[src/rtl/ocl_pkg.sv]
package ocl_pkg;
    localparam int MV_W = 13;
    typedef logic [MV_W-1:0] mv_t;

    typedef struct packed {
        logic main_ok;
        logic aux_ok;
    } rails_t;

    function automatic mv_t pick_threshold(input mv_t req, input logic open,
                                           input mv_t ceiling, input mv_t dflt);
        if (open)
            return dflt;
        return (req > ceiling) ? ceiling : req;
    endfunction
endpackage

[src/rtl/ocl_thresh.sv]
module ocl_thresh
    import ocl_pkg::*;
#(
    parameter int OFFSET_MV  = 25,
    parameter int CEILING_MV = 1000,
    parameter int DEFAULT_MV = 500
) (
    input  mv_t  sense_mv,
    input  mv_t  limit_mv,
    input  logic limit_open,
    output logic trip
);
    localparam int EXT_W = MV_W + 1;
    localparam logic [EXT_W-1:0] OFFS = EXT_W'(OFFSET_MV);

    mv_t              thr;
    logic [EXT_W-1:0] lhs;

    always_comb begin
        thr  = pick_threshold(limit_mv, limit_open, mv_t'(CEILING_MV), mv_t'(DEFAULT_MV));
        lhs  = {1'b0, sense_mv} + OFFS;
        trip = lhs > {1'b0, thr};
    end
endmodule

[src/rtl/ocl_rail_mon.sv]
module ocl_rail_mon
    import ocl_pkg::*;
#(
    parameter int RISE_MV = 4500,
    parameter int FALL_MV = 4250
) (
    input  logic clk,
    input  logic rst,
    input  mv_t  level_mv,
    output logic good
);
    localparam mv_t RISE = mv_t'(RISE_MV);
    localparam mv_t FALL = mv_t'(FALL_MV);

    always_ff @(posedge clk) begin
        if (rst)
            good <= 1'b0;
        else if (good)
            good <= (level_mv >= FALL);
        else
            good <= (level_mv >= RISE);
    end
endmodule

[src/rtl/ocl_flag.sv]
module ocl_flag
    import ocl_pkg::*;
(
    input  logic   clk,
    input  logic   rst,
    input  logic   pwm_in,
    input  logic   trip,
    input  rails_t rails,
    output logic   pwm_q,
    output logic   rails_seen,
    output logic   flag
);
    logic rails_ok;
    logic pwm_rise;
    logic rails_rise;

    always_comb begin
        rails_ok   = rails.main_ok & rails.aux_ok;
        pwm_rise   = pwm_in & ~pwm_q;
        rails_rise = rails_ok & ~rails_seen;
    end

    always_ff @(posedge clk) begin
        if (rst) begin
            pwm_q      <= 1'b0;
            rails_seen <= 1'b0;
            flag       <= 1'b1;
        end else begin
            pwm_q      <= pwm_in;
            rails_seen <= rails_ok;
            if (!rails_ok || trip)
                flag <= 1'b1;
            else if (rails_rise || pwm_rise)
                flag <= 1'b0;
        end
    end
endmodule

[src/rtl/ocl_limiter.sv]
module ocl_limiter
    import ocl_pkg::*;
#(
    parameter int OFFSET_MV    = 25,
    parameter int CEILING_MV   = 1000,
    parameter int DEFAULT_MV   = 500,
    parameter int MAIN_RISE_MV = 4500,
    parameter int MAIN_FALL_MV = 4250,
    parameter int AUX_RISE_MV  = 3000,
    parameter int AUX_FALL_MV  = 2800
) (
    input  logic            clk,
    input  logic            rst,
    input  logic            pwm_in,
    input  logic [MV_W-1:0] sense_mv,
    input  logic [MV_W-1:0] limit_mv,
    input  logic            limit_open,
    input  logic [MV_W-1:0] vmain_mv,
    input  logic [MV_W-1:0] vaux_mv,
    output logic            gate_out,
    output logic            limit_flag
);
    logic   trip;
    rails_t rails;
    logic   pwm_q;
    logic   rails_seen;
    logic   rails_ok;

    ocl_thresh #(
        .OFFSET_MV (OFFSET_MV),
        .CEILING_MV(CEILING_MV),
        .DEFAULT_MV(DEFAULT_MV)
    ) u_thresh (
        .sense_mv  (sense_mv),
        .limit_mv  (limit_mv),
        .limit_open(limit_open),
        .trip      (trip)
    );

    ocl_rail_mon #(.RISE_MV(MAIN_RISE_MV), .FALL_MV(MAIN_FALL_MV)) u_main (
        .clk(clk), .rst(rst), .level_mv(vmain_mv), .good(rails.main_ok)
    );

    ocl_rail_mon #(.RISE_MV(AUX_RISE_MV), .FALL_MV(AUX_FALL_MV)) u_aux (
        .clk(clk), .rst(rst), .level_mv(vaux_mv), .good(rails.aux_ok)
    );

    ocl_flag u_flag (
        .clk       (clk),
        .rst       (rst),
        .pwm_in    (pwm_in),
        .trip      (trip),
        .rails     (rails),
        .pwm_q     (pwm_q),
        .rails_seen(rails_seen),
        .flag      (limit_flag)
    );

    always_comb begin
        rails_ok = rails.main_ok & rails.aux_ok;
        gate_out = pwm_q & ~limit_flag & rails_ok;
    end
endmodule

[config.mk]
export PLATFORM = sky130hd
export DESIGN_NAME = ocl_limiter
export DESIGN_NICKNAME = d
export VERILOG_FILES = /design/src/rtl/ocl_pkg.sv /design/src/rtl/ocl_thresh.sv /design/src/rtl/ocl_rail_mon.sv /design/src/rtl/ocl_flag.sv /design/src/rtl/ocl_limiter.sv
export SDC_FILE = /design/constraint.sdc
export NUM_CORES = 1
export LEC_CHECK = 0
export CAP_MARGIN = 10
export CORE_ASPECT_RATIO = 2
export CORE_UTILIZATION = 31
export DETAILED_ROUTE_END_ITERATION = 8
export PLACE_DENSITY = 0.86
export SLEW_MARGIN = 25
export SYNTH_ARGS = -nofsm -noshare
export SYNTH_HDL_FRONTEND = slang
export SYNTH_SLANG_ARGS = --single-unit
export TNS_END_PERCENT = 1
[constraint.sdc]
create_clock -name clk -period 2.4 [get_ports clk]
set_input_delay 0.24 -clock clk [delete_from_list [all_inputs] [get_ports clk]]
set_output_delay 0.24 -clock clk [all_outputs]
set_load 0.05 [all_outputs]
======== After elaboration in Yosys (flattened, before gate mapping) ========
Cells that the tools add are included.
word-level totals
  flip-flop bits (word level) ............. 5
  bits of input ports ..................... 56
  output and inout bits ................... 2
  word-level logic and storage cells ...... 30
operators by class
  $add $sub $neg .......................... 1
  $lt $le $gt $ge ......................... 6
  mux-type cells .......................... 6
  bitwise operators ....................... 8
  reduce and logical (&&, ||, !) cells .... 4
operator list
  kind                     number
  $mux W13                 3
  $ge A13 B12 Y1 const B   2
  $ge A13 B13 Y1 const B   2
  $add A13 B5 Y14 const B  1
  $gt A14 B13 Y1           1
  $gt A13 B10 Y1 const B   1
  $and A1 B1 Y1            5
  $mux W1                  3
  $not A1 Y1               3
  $logic_or A1 B1 Y1       2
  $reduce_or A2 Y1         1
  $logic_not A1 Y1         1

======== Depth between registers and ports, before layout ========
  word-level depth ........................ 6
  gate-level depth with buffers ........... 10
  mapped depth without buffers ............ 10

======== By module ========
From an unflattened synthesis, not the netlist that was laid out.
unflattened totals
  cell total of the unflattened synthesis .. 110
  area total of the unflattened synthesis .. 885.8 um^2
modules (own cells, without submodules)
  module                  times used  cells an instance  area each (um^2)  sequential area each (um^2)
  ocl_thresh              1           82                 610.6             0.0
  ocl_flag                1           8                  108.9             60.1
  ocl_rail_mon at u_main  1           11                 81.3              20.0
  ocl_rail_mon at u_aux   1           8                  75.1              20.0
  ocl_limiter             1           1                  10.0              0.0

======== Worst setup path before layout ========
No wires, ideal clock.
  kind .................................... input to register
  from .................................... in sense_mv[0]
  to ...................................... reg u_flag.flag
  library setup time ...................... 0.126 ns
  arrival ................................. 2.195 ns
  data required time ...................... 2.274 ns
  slack ................................... 0.079 ns
  cell stages on the path ................. 10
  buffers on the path ..................... 0
  cell sequence ........................... ha_1 -> a21oi_1 -> a21boi_0 -> nand2_1 -> xnor2_1 -> ha_1 -> and3_1 -> a221o_1 -> nor4_1 -> o31ai_1
between the ends
  word-level cells in the longest chain between the ends .. 4
ends and longest elaborated chain
  element                            RTL line           RTL
  start, declared                    ocl_limiter.sv:15  input logic [MV_W-1:0] sense_mv,
  $add A13 B5 Y14                    ocl_thresh.sv:21   lhs = {1'b0, sense_mv} + OFFS;
  $gt A14 B13 Y1                     ocl_thresh.sv:22   trip = lhs > {1'b0, thr};
  $logic_or A1 B1 Y1                 ocl_flag.sv:31     if (!rails_ok || trip)
  $reduce_or A2 Y1 (no source line)  -
  end signal, assigned               ocl_flag.sv:27     flag <= 1'b1;
  end signal, assigned               ocl_flag.sv:32     flag <= 1'b1;
  end signal, assigned               ocl_flag.sv:34     flag <= 1'b0;
  end, declared                      ocl_flag.sv:11     output logic flag
Every way passes these cells.
A chain may end at the register's enable or synchronous reset.

======== Worst setup path in the final report ========
  from .................................... in limit_mv[11]
  to ...................................... reg u_flag.flag
between the ends
  word-level cells in the longest chain between the ends .. 6
ends and longest elaborated chain
  element                              RTL line           RTL
  start, declared                      ocl_limiter.sv:16  input logic [MV_W-1:0] limit_mv,
  $gt A13 B10 Y1                       ocl_pkg.sv:14      return (req > ceiling) ? ceiling : req;
  $mux W13 * (2 in a row)              ocl_pkg.sv:14
  $gt A14 B13 Y1 *                     ocl_thresh.sv:22
  $logic_or A1 B1 Y1 *                 ocl_flag.sv:31
  $reduce_or A2 Y1 (no source line) *  -
Every way passes the cells marked *; elsewhere a longest branch is shown, timed or not.

==> run_results.csv <==
group,metric,value,unit
route,ant_nets,0,
die,dieArea,0.002891,sq mm
route,firstDrtPassIters,4,
placement,gp_congestion,0.8179,
logic_synthesis,seq_area_frac_synth,0.1210,
global_routing,grt_overflow,0,
logic_synthesis,yosys.area.top_type_share,0.2118,
pwr,power_per_cell_area,291.7,mW/mm^2
placement,dp_hpwl,2550,microns
worst_hold_path,min_to,"u_flag.rails_seen",
die,core.rowCount,26,
timing,fmax,425.8,MHz
route,post_drt_wl_per_cell,14.99,microns
layout,nets,267,
global_routing,grt_max_degree,6,
timing,clock_skew,0.005134,ns
logic_synthesis,synthArstFlopShare,0,
timing,slew_headroom,0.6629,
placement,pre_cts_ws,-0.5194,ns
layout,regArea,100.1,sq um
logic_synthesis,synthCells,108,
placement,dpl-instance-area,0.001558,sq mm
timing,setup_viol,0,
layout,antenna_cells,0,
logic_synthesis,syn_area,827.0,sq um
worst_hold_path,holdPathStages,2,
critical_path,critical_path_buf_inv_count,2,
critical_path,rrSetupSlack,1.24,ns
logic_synthesis,yosysTopAreaCell,"ha_1",
logic_synthesis,synthTopCellsByArea,"ha_1 (21%), dfxtp_1 (12%), xnor2_1 (8.5%)",
critical_path,path_class,"input pin to flop",
clock_network,path_clk_slew,0.04,ns
logic_synthesis,ys_ff_latch,5,
clock_network,clockRootBuffer,"clkbuf_8",
logic_synthesis,synthFlopType,"dfxtp_1",
critical_path,cp-end-kind,"flop",
timing,finalHoldViolations,0,
logic_synthesis,synth_edf_count,0,
critical_path,crit_chain,"clkdlybuf4s50_1 -> or3_4 -> or3b_4 -> nor2_4 -> ha_4 -> nand4_1 -> buf_4 -> nor4_4 -> o31ai_1",
status,outcome,"finished clean",
job,maxCapViolCount,0,
pwr,ir_drop,132.6,uV
timing,post-route-period-util,0.9786,
critical_path,critPathLaunchType,"input pin",
layout,drive_gt1_frac,0.2602,
timing,hold_ws,0.5441,ns
critical_path,r2r-end,"u_flag.flag",
worst_hold_path,hold_start,"u_aux.good",
route,dr_total_vias,1224,
clock_network,cts_tree,"yes",
critical_path,path_max_fanout,5,
clock_network,cts-htree-levels,1,
timing,min_period,2.349,ns
clock_network,cts_buffers,3,
global_routing,grt_pass1_wl,4712,microns
critical_path,cp.depth,9,
clock_network,clk_path_buf_depth,2,
logic_synthesis,synth.most_common_cell,"ha_1",
critical_path,worstRegToRegCells,4,
critical_path,critPathRequiredTime,2.52,ns
placement,port_buffers,53,
critical_path,crit_family,"simple AND/OR/NAND/NOR gates",
clock_network,ctsHoldBuffers,0,
die,die_w,38.53,microns
clock_network,cts_sinks,5,
critical_path,r2r-start,"u_main.good",
layout,multiInputGateArea,840.8,sq um
critical_path,cp_slowest_cell,"or3b_4",
critical_path,max_stage_delay,0.47,ns
layout,nFillCells,197,
route,drc,0,
die,coreArea,0.002537,sq mm
critical_path,crit_arrival,2.46,ns
logic_synthesis,synth_warnings,0,
layout,synthToLayoutAreaGrowth,115.7,%
global_routing,grt_pass1_vias,1261,
logic_synthesis,netlist-cell-type-count,36,
logic_synthesis,synth.avg_cell_area,7.658,sq um
global_routing,antenna_found_initial,0,
timing,setup_slack,0.05125,ns
route,via_per_inst,5.464,
timing,tightest_slew,0.5041,ns
pwr,leakage,0.0007988,uW
die,start_util,0.3259,
timing,maxSlewViolCount,0,
logic_synthesis,ys_top_cells_by_count,"ha_1 (14), nor2_1 (11), nand2_1 (8), xnor2_1 (8), a21oi_1 (7)",
route,drt_wl_total,3357,microns
worst_hold_path,worstHoldPathType,"flop to flop",
layout,design_area,0.001784,sq mm
global_routing,grt.total_usage,0.2317,
clock_network,clk_latency,0.24,ns
die,ioPinCount,58,
route,drt-initial-drc-count,17,
die,die_height,75.05,microns
## worst reg2reg max path, cell delays in order, from the launching register on
cell     delay (ns)
dfxtp_1        0.36
nand2_1        0.11
a311o_1        0.32
a31oi_1        0.16
o31ai_1        0.10
## timing repair
action,CTS,global route
setup endpoints to repair,1,1
resized for setup,21,20
pin swaps,11,15
buffers inserted,6,2
hold endpoints to repair,0,0
## routing by layer
metal,vias up,GRT usage,routed length [microns]
li1,579,-,-
met5,-,0,0
met1,566,0.1547,959
met3,20,0.03245,213
met2,59,0.4833,1987
met4,0,0.1762,197
## sequential cells by signal, summed over array words and instances (netlist names)
name and count:
u_flag.pwm_q 1, u_flag.flag 1, u_flag.rails_seen 1, u_aux.good 1
u_main.good 1
## cells in the final DEF, fill, tap and decap left out, types with 4 or more instances in the layout
cell,instances
dfxtp_1,5
nand3_1,4
dlygate4sd2_1,7
a21oi_1,6
nor2_1,8
inv_1,5
nor2b_1,5
xnor2_1,8
dlymetal6s2s_1,4
clkdlybuf4s50_1,39
buf_4,29
nand2_1,8
ha_1,10
## stage by stage
stage / cells / utilization / total power [uW] / setup TNS (ns)
global route: 224 / 0.7032 / 550.1 / -0.06393
floorplan: 110 / - / 173.7 / 0
CTS: 222 / 0.6588 / 495.2 / 0
finish: 224 / 0.7032 / 520.5 / 0
global placement: 212 / 0.6139 / 309.3 / -0.4378
detailed placement: 212 / 0.6139 / 317.8 / -0.5194
## layout make-up
cell class                      count  share of cell area
Inverter                            5             0.01052
Tap cell                           28             0.01964
Multi-Input combinational cell    100              0.4712
Sequential cell                     5             0.05610
Clock buffer                        4             0.02525
Timing Repair Buffer               82              0.4173
## kinds of logic after synthesis
group | after synthesis | synth area share
adder cells (fa/ha/maj) | 14 | 0.2118
AND/OR/NAND/NOR | 43 | 0.2723
AO/OA/AOI/OAI | 29 | 0.2511
other | 1 | 0.004534
buffers and inverters | 5 | 0.02270
XOR/XNOR | 11 | 0.1165
flip-flops | 5 | 0.1210
## where the power goes
part	internal [uW]	leakage (uW)	total [uW]	switching, uW
Combinational	157	0.000735	263	106
Sequential	87.5	0.0000413	90.3	2.80
Clock	115	0.0000228	167	52.1
Total	360	0.000799	521	161
## worst max-delay path by stage
stage / slack [ns] / startpoint / end
6_report: 0.05 / limit_mv[11] / u_flag.flag
5_1_grt: -0.06 / limit_mv[11] / u_flag.flag
4_1_cts: 0.01 / sense_mv[5] / u_flag.flag
3_5_place_dp: -0.52 / sense_mv[0] / u_flag.flag
3_3_place_gp: -0.44 / sense_mv[0] / u_flag.flag
2_1_floorplan: 0.08 / sense_mv[0] / u_flag.flag
Note: power is estimated with default switching activity, not from simulation.
